===== src/rtl/btn_debounce_pkg.sv =====
package btn_debounce_pkg;

  // Per-cycle commands from control to datapath.
  typedef struct packed {
    logic reload;    // input moved: restart the stable interval
    logic decrement; // input steady and counter not yet exhausted
    logic capture;   // interval exhausted: output follows stored sample
  } dbStrobe_t;

  // Counter width able to hold an interval value.
  function automatic int dbCountWidth(input int interval);
    return (interval < 1) ? 1 : $clog2(interval + 1);
  endfunction

endpackage


===== src/rtl/btn_debounce_ctrl.sv =====
module btn_debounce_ctrl
  import btn_debounce_pkg::*;
(
  input  logic      rawIn,
  input  logic      sampleQ,
  input  logic      countZero,
  output dbStrobe_t strobe
);

  logic inputMoved;

  always_comb begin
    inputMoved       = (rawIn != sampleQ);
    strobe.reload    = inputMoved;
    strobe.decrement = !inputMoved && !countZero;
    strobe.capture   = countZero;
  end

endmodule


===== src/rtl/btn_debounce_dp.sv =====
module btn_debounce_dp
  import btn_debounce_pkg::*;
#(
  parameter int STABLE_CYCLES = 16,
  localparam int CNT_W = dbCountWidth(STABLE_CYCLES)
) (
  input  logic             clk,
  input  logic             rst,
  input  logic             rawIn,
  input  dbStrobe_t        strobe,
  output logic             sampleQ,
  output logic [CNT_W-1:0] countQ,
  output logic             countZero,
  output logic             levelQ
);

  localparam logic [CNT_W-1:0] LOAD_VAL = CNT_W'(STABLE_CYCLES);
  localparam logic [CNT_W-1:0] ONE      = CNT_W'(1);

  // One-cycle history of the raw input.
  always_ff @(posedge clk) begin
    if (rst) sampleQ <= 1'b0;
    else     sampleQ <= rawIn;
  end

  // Stable-interval down-counter, saturating at zero.
  always_ff @(posedge clk) begin
    if (rst)                   countQ <= LOAD_VAL;
    else if (strobe.reload)    countQ <= LOAD_VAL;
    else if (strobe.decrement) countQ <= countQ - ONE;
  end

  assign countZero = (countQ == '0);

  // Registered clean level, fed only from the stored sample.
  always_ff @(posedge clk) begin
    if (rst)                 levelQ <= 1'b0;
    else if (strobe.capture) levelQ <= sampleQ;
  end

endmodule


===== src/rtl/btn_debounce.sv =====
module btn_debounce
  import btn_debounce_pkg::*;
#(
  parameter int STABLE_CYCLES = 16
) (
  input  logic clk,
  input  logic rst,
  input  logic btnRaw,
  output logic btnClean
);

  localparam int CNT_W = dbCountWidth(STABLE_CYCLES);

  dbStrobe_t        strobe;
  logic             sampleQ;
  logic [CNT_W-1:0] countQ;
  logic             countZero;

  btn_debounce_ctrl u_ctrl (
    .rawIn     (btnRaw),
    .sampleQ   (sampleQ),
    .countZero (countZero),
    .strobe    (strobe)
  );

  btn_debounce_dp #(
    .STABLE_CYCLES (STABLE_CYCLES)
  ) u_dp (
    .clk       (clk),
    .rst       (rst),
    .rawIn     (btnRaw),
    .strobe    (strobe),
    .sampleQ   (sampleQ),
    .countQ    (countQ),
    .countZero (countZero),
    .levelQ    (btnClean)
  );

endmodule


===== config.mk =====
export PLATFORM = sky130hd
export DESIGN_NAME = btn_debounce
export DESIGN_NICKNAME = d
export VERILOG_FILES = /design/src/rtl/btn_debounce_pkg.sv /design/src/rtl/btn_debounce_ctrl.sv /design/src/rtl/btn_debounce_dp.sv /design/src/rtl/btn_debounce.sv
export SDC_FILE = /design/constraint.sdc
export NUM_CORES = 1
export LEC_CHECK = 0
export BUFFER_PORTS_ARGS = -buffer_cell sky130_fd_sc_hd__buf_2
export CAP_MARGIN = 20
export CORE_AREA = 5 5 42 44
export DETAILED_ROUTE_END_ITERATION = 10
export DIE_AREA = 0 0 47 49
export GPL_TIMING_DRIVEN = 0
export SYNTH_ARGS = -nofsm -noshare
export SYNTH_HDL_FRONTEND = slang
export SYNTH_SLANG_ARGS = --single-unit

===== constraint.sdc =====
create_clock -name clk -period 1.8 [get_ports clk]
set_input_delay 0.09 -clock clk [delete_from_list [all_inputs] [get_ports clk]]
set_output_delay 0.09 -clock clk [all_outputs]
set_load 0.005 [all_outputs]

==> results of run 1 <==
cell families after synthesis:
group / Yosys count
buf+inv: 3
compound gates: 4
flops: 7
fa+ha+maj: 2
simple gates: 15
mux: 1
xor+xnor: 2
state kept, by name, indices dropped and copies added (netlist names):
register      count
u_dp.levelQ       1
u_dp.countQ       5
u_dp.sampleQ      1
synth_stat cells:
master,number
a211o_1,1
a211oi_2,1
a21oi_1,2
buf_6,1
dfxtp_1,7
ha_1,2
inv_1,2
mux2i_1,1
nand2b_1,3
nand3b_1,2
nor2_1,4
nor2b_1,2
nor3_1,1
nor3b_1,1
or2b_1,1
or4b_4,1
xnor2_1,2
layout make-up:
class                   instances  area (sq um)
well taps                      16          20.0
repair buffers                  3          15.0
flip-flops and latches          7           140
inverters                       2          7.51
clock buffers                   4          26.3
multi-input cells              24           179
fillers                       158          1000
plain buffers                   1          11.3
layout by cell type (no fill, tap or decap), drive strengths merged:
cell and count:
nand3b 2, nor2b 2, nor2 4, mux2i 1
nor3b 1, nor3 1, buf 4, nand2b 3
a211oi 1, or4b 1, xnor2 2, ha 2
a21oi 2, inv 2, clkbuf 4, a211o 1
or2b 1, dfxtp 7
through the flow:
| stage | util | std cells |
|---|---|---|
| after CTS | 0.285 | 57 |
| final | 0.285 | 57 |
| after global routing | 0.285 | 57 |
| after global placement | 0.266 | 53 |
| after floorplan | - | 34 |
| after detailed placement | 0.266 | 53 |
power by group:
part / switching, uW / leakage [uW] / internal [uW]
logic: 38.9 / 0.0000921 / 49.6
registers: 13.7 / 0.0000577 / 172
clock network: 57.8 / 0.0000150 / 84.6
total: 110 / 0.000165 / 306
how the worst max path moves through the flow:
| stage | to | cells past startpoint |
|---|---|---|
| after floorplan | u_dp.levelQ | 6 |
| after detailed placement | u_dp.countQ[0] | 6 |
| after global placement | u_dp.countQ[0] | 6 |
| final | u_dp.countQ[0] | 6 |
| after global routing | u_dp.countQ[0] | 6 |
| after CTS | u_dp.countQ[0] | 6 |
metal layers:
layer,GRT usage,vias up
met2,0.0701,6
met5,0,-
met1,0.0619,97
li1,-,127
met3,0.0332,2
met4,0.0138,0
==> out/metrics.cfg, run 1 <==
[placed_design]
place_worst_setup_slack_ns=0.307
post_dp_cell_area_sq_um=373
finalWeightedCongestion=0.601
portBuffers=3

[sta]
slew_headroom=0.834
final_report_max_slew_violation_count=0
finalWorstSetupSlack_ns=0.309
fin_crit_sh=0.829
max_freq_mhz=670
clock-skew-final_ns=0.00393
rsz0062_at_grt=no
timing.final.setup_violations=0
tightestPinTransition_ns=0.248
period_needed_ns=1.49
final_hold_violation_count=0
hold_ws_ns=0.0191
fin_tns_setup_ns=0

[route]
met2_wirelength_microns=202
initialDrtViolationCount=0
met1Wirelength_microns=258
route.antenna.remaining_nets=0
drc=0
detailedRoute.firstPassIterationCount=1
routed-via-count=232
wirelength_microns=495
top_layer=met4
routed_vias_inst=4.07
met3WireLength_microns=29
routedWlPerCell_microns=8.68

[die]
die_height_microns=49
die_x_microns=47
core_area_sq_um=1400
design.die.area_sq_um=2300
pin_count=4
core.rowCount=14
initial_utilization=0.241

[outcome]
status=completed

[clocking]
cts-hold-fix-buffers=0
ctsHtreeMaxLevel=1
deepest_clock_path_buffer_count=2
cts_tree=yes
cts_buffers=3
cts_resized=0
clock_transition_time_at_the_flip_flop_clock_pins_of_the_worst_setup_and_hold_paths_ns=0.06
cts_root_buf=clkbuf_4
cts.repair_timing.setup_buffer_count=0
cts.sink_count=7
clock_insertion_delay_worst_skew_ns=0.25

[critical_path]
cp_cell_sequence=inv_1, ha_1, or4b_4, buf_6, xnor2_1, nor2_1
critPathLaunch=u_dp.countQ[0]
regToRegEndpoint=u_dp.countQ[0]
regToRegSetupSlack_ns=0.31
timing.reg2reg.worst_path_depth=6
worstSetupPathType=flip-flop to flip-flop
slowest_stage=or4b_4
timing.critical_path.fanout_max=5
slowest_delay_ns=0.47
crit_path_end_kind=flip-flop
worstPathRequired_ns=1.93
critPathLaunchType=flip-flop
timing.critical_path.arrival_ns=1.62
path_delay_family=simple AND/OR/NAND/NOR gates
critical_path.n_buffers_inverters=2
crit-reg2reg-launch=u_dp.countQ[0]

[global_routing]
antenna_violations_before_repair=0
grt_max_degree=6
globalRouteTotalUtil=0.0501
grt_pass1_vias=238
grt_remaining_overflow=0
grt_pass1_wl_microns=841

[synthesis]
synth-xor-area-share=0.0519
synth.largest_area_cell=dfxtp_1
syn-mean-instance-area_sq_um=9.94
postSynthNetCount=39
synth.area.top_cells=dfxtp_1, ha_1, nand2b_1, xnor2_1, nand3b_1
synth-seq-cells=7
syn_area_sq_um=338
yosysWarnings=0
fraction_of_the_mapped_netlist_area_in_compound_gates=0.0926
synth_top_family_by_area=simple AND/OR/NAND/NOR gates
share_of_synthesized_cell_area_in_full_adder_half_adder_and_majority_cells=0.0741
synth_mux_area_frac=0.0296
synth.top_cell.area_share=0.415
number_of_distinct_library_cells_after_synthesis=17
seq_area_frac_synth=0.415
synthCells=34
synthSimpleGateAreaFrac=0.281

[power_and_ir_drop]
design_power_total_uw=416
vdd_drop_max_mv=0.397
cellPowerDensity_nw_per_um2=1040
leakagePower_uw=0.000165

[hold_path]
startpoint_of_the_tightest_hold_check_path=rst
hold-path-cell-count=2
worst_min_delay_path_category=primary input to flip-flop
whs_endpoint=u_dp.sampleQ

[run]
max_cap_violations=0

[finish]
final_layout_size_suffix_gt1_frac=0.220
post-route-cell-area_sq_um=399
flow.area_growth_from_synthesis_pct=18.1
layout.nets=47
antenna_cells_inserted=0

(Power assumes the default switching activity.)
==> run 2, diff against run 1 <==
Settings changed: ABC_AREA from default to 1.
Clock period 1.8 ns to 1.24 ns, I/O delays scaled along.
==> run 2 against run 1 <==
  * Sequential share of layout area decreased by 6.8 points
  * Via count increased by 58%
  * Register-to-register slack got worse by 0.22 ns
  * Critical path type unchanged
  * Non-clock buffer count decreased by 1
  * Critical path depth increased by 1
  * Wire length increased by 49%
  * Largest power group unchanged
  * Highest routed layer unchanged
  * Die area unchanged
==> out/metrics.cfg, run 2 <==
[critical_path]
timing.reg2reg.worst_path_depth=7  ; +1
crit_path_end_kind=flip-flop
worstSetupPathType=flip-flop to flip-flop
regToRegSetupSlack_ns=0.09  ; -0.22 ns
timing.critical_path.arrival_ns=1.28  ; -0.34 ns
crit-reg2reg-launch=u_dp.countQ[1]
critPathLaunchType=flip-flop
worstPathRequired_ns=1.37  ; -0.56 ns
regToRegEndpoint=u_dp.countQ[4]
timing.critical_path.fanout_max=5  ; unchanged

[global_routing]
grt_pass1_vias=347  ; +46%
globalRouteMet1Util=0.113  ; +0.0511
antenna_violations_before_repair=0  ; unchanged
grt_max_degree=7  ; +1
grtUsageMet2=0.109  ; +0.0385
grt_remaining_overflow=0  ; unchanged
met3_global_route_usage=0.0221  ; -0.0111
grt_pass1_wl_microns=1380  ; +64%
globalRouteTotalUtil=0.0826  ; +0.0325
grt_busiest_layer=met1

[sta]
period_needed_ns=1.15  ; -0.343 ns
timing.final.setup_violations=0  ; unchanged
fin_crit_sh=0.927  ; +0.0980
tightestPinTransition_ns=0.186  ; -0.0622 ns
final_report_max_slew_violation_count=0  ; unchanged
max_freq_mhz=870  ; +30%
slew_headroom=0.876  ; +0.0416
clock-skew-final_ns=0.000486  ; -0.00344 ns
final_hold_violation_count=0  ; unchanged

[synthesis]
synth-edff-count=0  ; unchanged
top_count_cell_post_synth=nand2_1
synth-seq-cells=7  ; unchanged
syn-mean-instance-area_sq_um=7.04  ; -29%
yosys-top-cells-count=nand2_1, dfxtp_1, inv_1
synthCells=61  ; +79%
number_of_distinct_library_cells_after_synthesis=16  ; -1
async_flop_share=0  ; unchanged
synth.largest_area_cell=dfxtp_1
syn_area_sq_um=429  ; +27%
synth.top_cell.area_share=0.327  ; -0.0883
postSynthNetCount=66  ; +69%
yosysWarnings=0  ; unchanged
synth.area.top_cells=dfxtp_1, nand2_1, nor2_4, inv_1, ha_1
synth-main-ff-cell=dfxtp_1
seq_area_frac_synth=0.327  ; -0.0883

[die]
die_x_microns=47  ; unchanged
design.die.area_sq_um=2300  ; unchanged
core_area_sq_um=1400  ; unchanged
core.rowCount=14  ; unchanged
pin_count=4  ; unchanged
initial_utilization=0.306  ; +0.0652
die_height_microns=49  ; unchanged

[clocking]
cts.sink_count=7  ; unchanged
ctsHtreeMaxLevel=1  ; unchanged
clock_transition_time_at_the_flip_flop_clock_pins_of_the_worst_setup_and_hold_paths_ns=0.05  ; about the same
cts_root_buf=clkbuf_4
clock_insertion_delay_worst_skew_ns=0.24  ; about the same
cts_buffers=3  ; unchanged
cts-hold-fix-buffers=0  ; unchanged
deepest_clock_path_buffer_count=2  ; unchanged
cts_tree=yes

[finish]
final_cell_mix=nand2_1, inv_1, dfxtp_1
final_layout_size_suffix_gt1_frac=0.324  ; +0.104
layout.nets=74  ; +57%
reg.largest.list=u_dp.countQ (5), u_dp.levelQ (1), u_dp.sampleQ (1)
finish.utilization=0.354  ; +0.0688
registers.top_by_ff_count=u_dp.countQ
antenna_cells_inserted=0  ; unchanged
largest_register_ffs=5  ; unchanged
flow.area_growth_from_synthesis_pct=15.5
layout_commonest_cell=nand2_1

[power_and_ir_drop]
vdd_drop_max_mv=0.567  ; +43%
design_power_total_uw=614  ; +48%
leakagePower_uw=0.000234  ; +42%
cellPowerDensity_nw_per_um2=1240  ; +19%

[placed_design]
finalWeightedCongestion=0.736  ; +23%
hpwlAfterDp_microns=590
portBuffers=3  ; unchanged

[route]
routed_vias_inst=4.37  ; +7.3%
drc=0  ; unchanged
route.antenna.remaining_nets=0  ; unchanged
initialDrtViolationCount=0  ; unchanged
detailedRoute.firstPassIterationCount=1  ; unchanged
wirelength_microns=737  ; +49%
routedWlPerCell_microns=8.77  ; +1.0%
routed-via-count=367  ; +58%

[hold_path]
startpoint_of_the_tightest_hold_check_path=rst
whs_endpoint=u_dp.sampleQ
hold-path-cell-count=2  ; unchanged
worst_min_delay_path_category=primary input to flip-flop

[run]
max_cap_violations=0  ; unchanged

[outcome]
status=completed

## run 2: cells by family (layout without fill, tap and decap cells)
| family | count (synthesis) | after routing | synth area share |
|---|---|---|---|
| DFF | 7 | 7 | 0.327 |
| AOI/OAI and AO/OA | 8 | 8 | 0.111 |
| and+or+nand+nor | 34 | 34 | 0.417 |
| buffers and inverters | 10 | 17 | 0.0875 |
| adders and majority gates | 2 | 2 | 0.0583 |
## run 2: worst max-delay path by stage
stage              startpoint  slack, ns              to
6_report       u_dp.countQ[1]       0.09  u_dp.countQ[4]
5_1_grt        u_dp.countQ[1]     -0.009  u_dp.countQ[2]
4_1_cts        u_dp.countQ[1]       0.06  u_dp.countQ[4]
3_5_place_dp   u_dp.countQ[1]       0.07  u_dp.countQ[4]
3_3_place_gp   u_dp.countQ[1]       0.08  u_dp.countQ[3]
2_1_floorplan  u_dp.countQ[1]       0.17  u_dp.countQ[3]
## run 2: critical path, cell delays in order (launching register included)
cell	delay [ns]
dfxtp_1	0.30
inv_1	0.11
ha_2	0.20
nand2_1	0.09
nor2_4	0.17
nor2_4	0.05
nand2_1	0.06
nand3_1	0.06
## run 2: metal layers
| layer | up-vias | wire [microns] |
|---|---|---|
| li1 | 204 | - |
| met1 | 157 | 334 |
| met2 | 4 | 382 |
| met3 | 2 | 14 |
| met4 | 0 | 5 |
| met5 | - | 0 |
## run 2: per-stage QoR
| stage | TNS, ns | std cells | hold slack (ns) | setup slack [ns] | area, sq um |
|---|---|---|---|---|---|
| 4_1_cts | 0 | 84 | 0.0269 | 0.0639 | 490 |
| 3_3_place_gp | 0 | 80 | 0.291 | 0.0836 | 464 |
| 6_report | 0 | 84 | 0.0344 | 0.0911 | 495 |
| 2_1_floorplan | 0 | 61 | 0.134 | 0.172 | 429 |
| 3_5_place_dp | 0 | 80 | 0.293 | 0.0732 | 464 |
| 5_1_grt | -0.00897 | 84 | 0.0462 | -0.00897 | 495 |
## run 2: repair_timing
action | CTS | global route
buffers inserted | 0 | 0
setup endpoints to repair | 0 | 4
gates resized for setup | 0 | 3
## run 2: where the power goes
group	switching (uW)	internal [uW]	total, uW
combinational	97.4	60.5	158
clock	76.3	122	199
sequential	14.1	243	257
total	188	426	614
## run 2: area by class of cell
cell class / count / area, sq um
Sequential cell: 7 / 140
Timing Repair Buffer: 3 / 15.0
Multi-Input combinational cell: 44 / 256
Fill cell: 160 / 906
Clock buffer: 4 / 26.3
Tap cell: 16 / 20.0
Inverter: 10 / 37.5
==> run 3, diff against run 2 <==
Settings changed: PLACE_DENSITY from default to 0.48, SYNTH_HIERARCHICAL from default to 1.
==> run 3 against run 2 <==
  * Non-clock buffer count is 8 higher
  * Largest power group unchanged
  * Area after synthesis down 17%
  * Via count fell by 15%
  * Global-route usage fell by 0.43 points
==> out/metrics.cfg, run 3 <==
[outcome]
status=completed

[clocking]
cts.sink_count=7  ; unchanged
ctsHtreeMaxLevel=1  ; unchanged
clock_transition_time_at_the_flip_flop_clock_pins_of_the_worst_setup_and_hold_paths_ns=0.05  ; about the same
cts_buffers=3  ; unchanged
clock_insertion_delay_worst_skew_ns=0.25  ; about the same
deepest_clock_path_buffer_count=2  ; unchanged
cts_root_buf=clkbuf_4
cts_tree=yes

[synthesis]
postSynthNetCount=53  ; -20%
syn-mean-instance-area_sq_um=7.38  ; +4.9%
syn_area_sq_um=354  ; -17%
async_flop_share=0  ; unchanged
synthCells=48  ; -21%
synth.top_cell.area_share=0.396  ; +0.0692
top_count_cell_post_synth=inv_1
synth-main-ff-cell=dfxtp_1
synth.area.top_cells=dfxtp_1, inv_1, nand2_1, nor2_1, ha_1
yosysWarnings=6  ; +6
synth-seq-cells=7  ; unchanged
number_of_distinct_library_cells_after_synthesis=16  ; unchanged
seq_area_frac_synth=0.396  ; +0.0692
synth.largest_area_cell=dfxtp_1
yosys-top-cells-count=inv_1, dfxtp_1, nand2_1, nor2_1, a21oi_1
synth-edff-count=0  ; unchanged

[finish]
final_cell_mix=buf_4, inv_1, nand2_1, dfxtp_1
instances_no_fill=77  ; -8.3%
layout.nets=67  ; -9.5%
fillerInstances=145  ; -9.4%
flow.area_growth_from_synthesis_pct=46.6
registers.top_by_ff_count=u_dp/countQ
reg.largest.list=u_dp/countQ (5), u_dp/levelQ (1), u_dp/sampleQ (1)
largest_register_ffs=5  ; unchanged
multi_input_logic_area_sq_um=215  ; -16%
final_layout_size_suffix_gt1_frac=0.492  ; +0.168
antenna_cells_inserted=0  ; unchanged
ff_latch_area_sq_um=143  ; +1.8%
layout_commonest_cell=buf_4

[global_routing]
grt_max_degree=6  ; -1
antenna_violations_before_repair=0  ; unchanged
grt_pass1_wl_microns=1210  ; -13%
grt_pass1_vias=280  ; -19%
grt_remaining_overflow=0  ; unchanged
globalRouteTotalUtil=0.0783  ; -0.00429

[critical_path]
cp_common_cell=nor2_4
slowest_delay_ns=0.33  ; +0.03 ns
cp_cell_sequence=inv_2, ha_4, nand2_4, nor2_4, nor2_4, inv_2, nor2_4, nand3_2, nand2_1, nor2_1
critPathLaunchType=flip-flop
slowest_stage=dfxtp_2
timing.reg2reg.worst_path_depth=10  ; +3
critical_path.n_buffers_inverters=2  ; +1
timing.critical_path.fanout_max=3  ; -2
timing.critical_path.arrival_ns=1.38  ; +0.10 ns
path_delay_family=simple AND/OR/NAND/NOR gates
worstSetupPathType=flip-flop to flip-flop
worst-path-stages=10  ; +3
worstPathRequired_ns=1.39  ; +0.02 ns
crit_path_end_kind=flip-flop

[placed_design]
placedCellCount=67  ; -16%
portBuffers=3  ; unchanged
place_worst_setup_slack_ns=-0.152  ; -0.225 ns
finalWeightedCongestion=0.711  ; -3.5%

[sta]
tightestPinTransition_ns=0.263  ; +0.0775 ns
hold_ws_ns=0.0472  ; +0.0128 ns
max_freq_mhz=814  ; -6.5%
finalWorstSetupSlack_ns=0.0117  ; -0.0794 ns
clock-skew-final_ns=0.00313  ; +0.00264 ns
slew_headroom=0.823  ; -0.0525
rsz0062_at_grt=yes
final_hold_violation_count=0  ; unchanged
timing.final.setup_violations=0  ; unchanged
final_report_max_slew_violation_count=0  ; unchanged
fin_crit_sh=0.991  ; +0.0640
period_needed_ns=1.23  ; +0.0794 ns

[route]
routed-via-count=313  ; -15%
detailedRoute.firstPassIterationCount=5  ; +4
route.antenna.remaining_nets=0  ; unchanged
routed_vias_inst=4.06  ; -7.0%
drc=0  ; unchanged
wirelength_microns=790  ; +7.2%
routedWlPerCell_microns=10.3  ; +17%
initialDrtViolationCount=3  ; +3

[power_and_ir_drop]
cellPowerDensity_nw_per_um2=1250  ; +1.3%
leakagePower_uw=0.000234  ; -0.14%
vdd_drop_max_mv=0.608  ; +7.2%
design_power_total_uw=652  ; +6.1%

[die]
pin_count=4  ; unchanged
die_height_microns=49  ; unchanged
design.die.area_sq_um=2300  ; unchanged
core_area_sq_um=1400  ; unchanged
core.rowCount=14  ; unchanged
initial_utilization=0.253  ; -0.0536
die_x_microns=47  ; unchanged

[hold_path]
hold-path-cell-count=3  ; +1
worst_min_delay_path_category=primary input to flip-flop

[run]
max_cap_violations=0  ; unchanged

==> run 3: worst reg2reg max path, cell delays in order (launching register included) <==
cell and delay, ns:
dfxtp_2 0.33, inv_2 0.05, ha_4 0.16, nand2_4 0.07, nor2_4 0.04, nor2_4 0.14
inv_2 0.06, nor2_4 0.11, nand3_2 0.07, nand2_1 0.06, nor2_1 0.03
==> run 3: kinds of logic (layout without fill, tap and decap cells) <==
| kind of cell | after synthesis | in the layout | synth area share |
|---|---|---|---|
| AO/OA/AOI/OAI | 7 | 7 | 0.113 |
| adder cells (fa/ha/maj) | 2 | 2 | 0.0707 |
| buffers and inverters | 11 | 24 | 0.138 |
| flip-flops | 7 | 7 | 0.396 |
| AND/OR/NAND/NOR | 21 | 21 | 0.283 |
==> run 3: final cells by class <==
| type | count | share of cell area |
|---|---|---|
| flip-flops and latches | 7 | 0.275 |
| repair buffers | 9 | 0.128 |
| clock buffers | 4 | 0.0506 |
| well taps | 16 | 0.0386 |
| multi-input cells | 30 | 0.414 |
| plain buffers | 2 | 0.0289 |
| inverters | 9 | 0.0651 |
==> run 3: path summary, 6_finish.rpt <==
| kind | from | to | slack (ns) |
|---|---|---|---|
| worst max-delay path | u_dp/countQ[0] | u_dp/countQ[3] | 0.01 |
| worst min register to register | u_dp/sampleQ | u_dp/levelQ | 0.49 |
| worst min-delay path | btnRaw | u_dp/sampleQ | 0.05 |
| worst max register to register | u_dp/countQ[0] | u_dp/countQ[3] | 0.01 |
==> run 3: what timing repair did <==
item / 4_1_cts / 5_1_grt
setup endpoints to repair: 5 / 6
setup buffers: 4 / 1
gates resized for setup: 11 / 6
hold endpoints to repair: 1 / 0
pin swaps: 2 / 4
hold buffers: 1 / 0
==> run 3: stage by stage <==
step / TNS, ns / util / instance area [sq um]
2_1_floorplan: 0 / - / 355
3_3_place_gp: -0.287 / 0.279 / 390
3_5_place_dp: -0.342 / 0.279 / 390
4_1_cts: 0 / 0.350 / 490
5_1_grt: -0.163 / 0.371 / 519
6_report: 0 / 0.371 / 519
==> run 3: power breakdown <==
part           total [uW]  internal, uW  switching, uW
sequential            263           245           17.4
clock                 210           123           87.4
combinational         179          84.1           94.4
==> run 3: layer usage <==
layer	vias up	global-route usage	wire length (microns)
li1	172	-	-
met1	138	0.0774	303
met2	3	0.118	462
met3	0	0.0332	24
met4	0	0.0691	0
met5	-	0	0
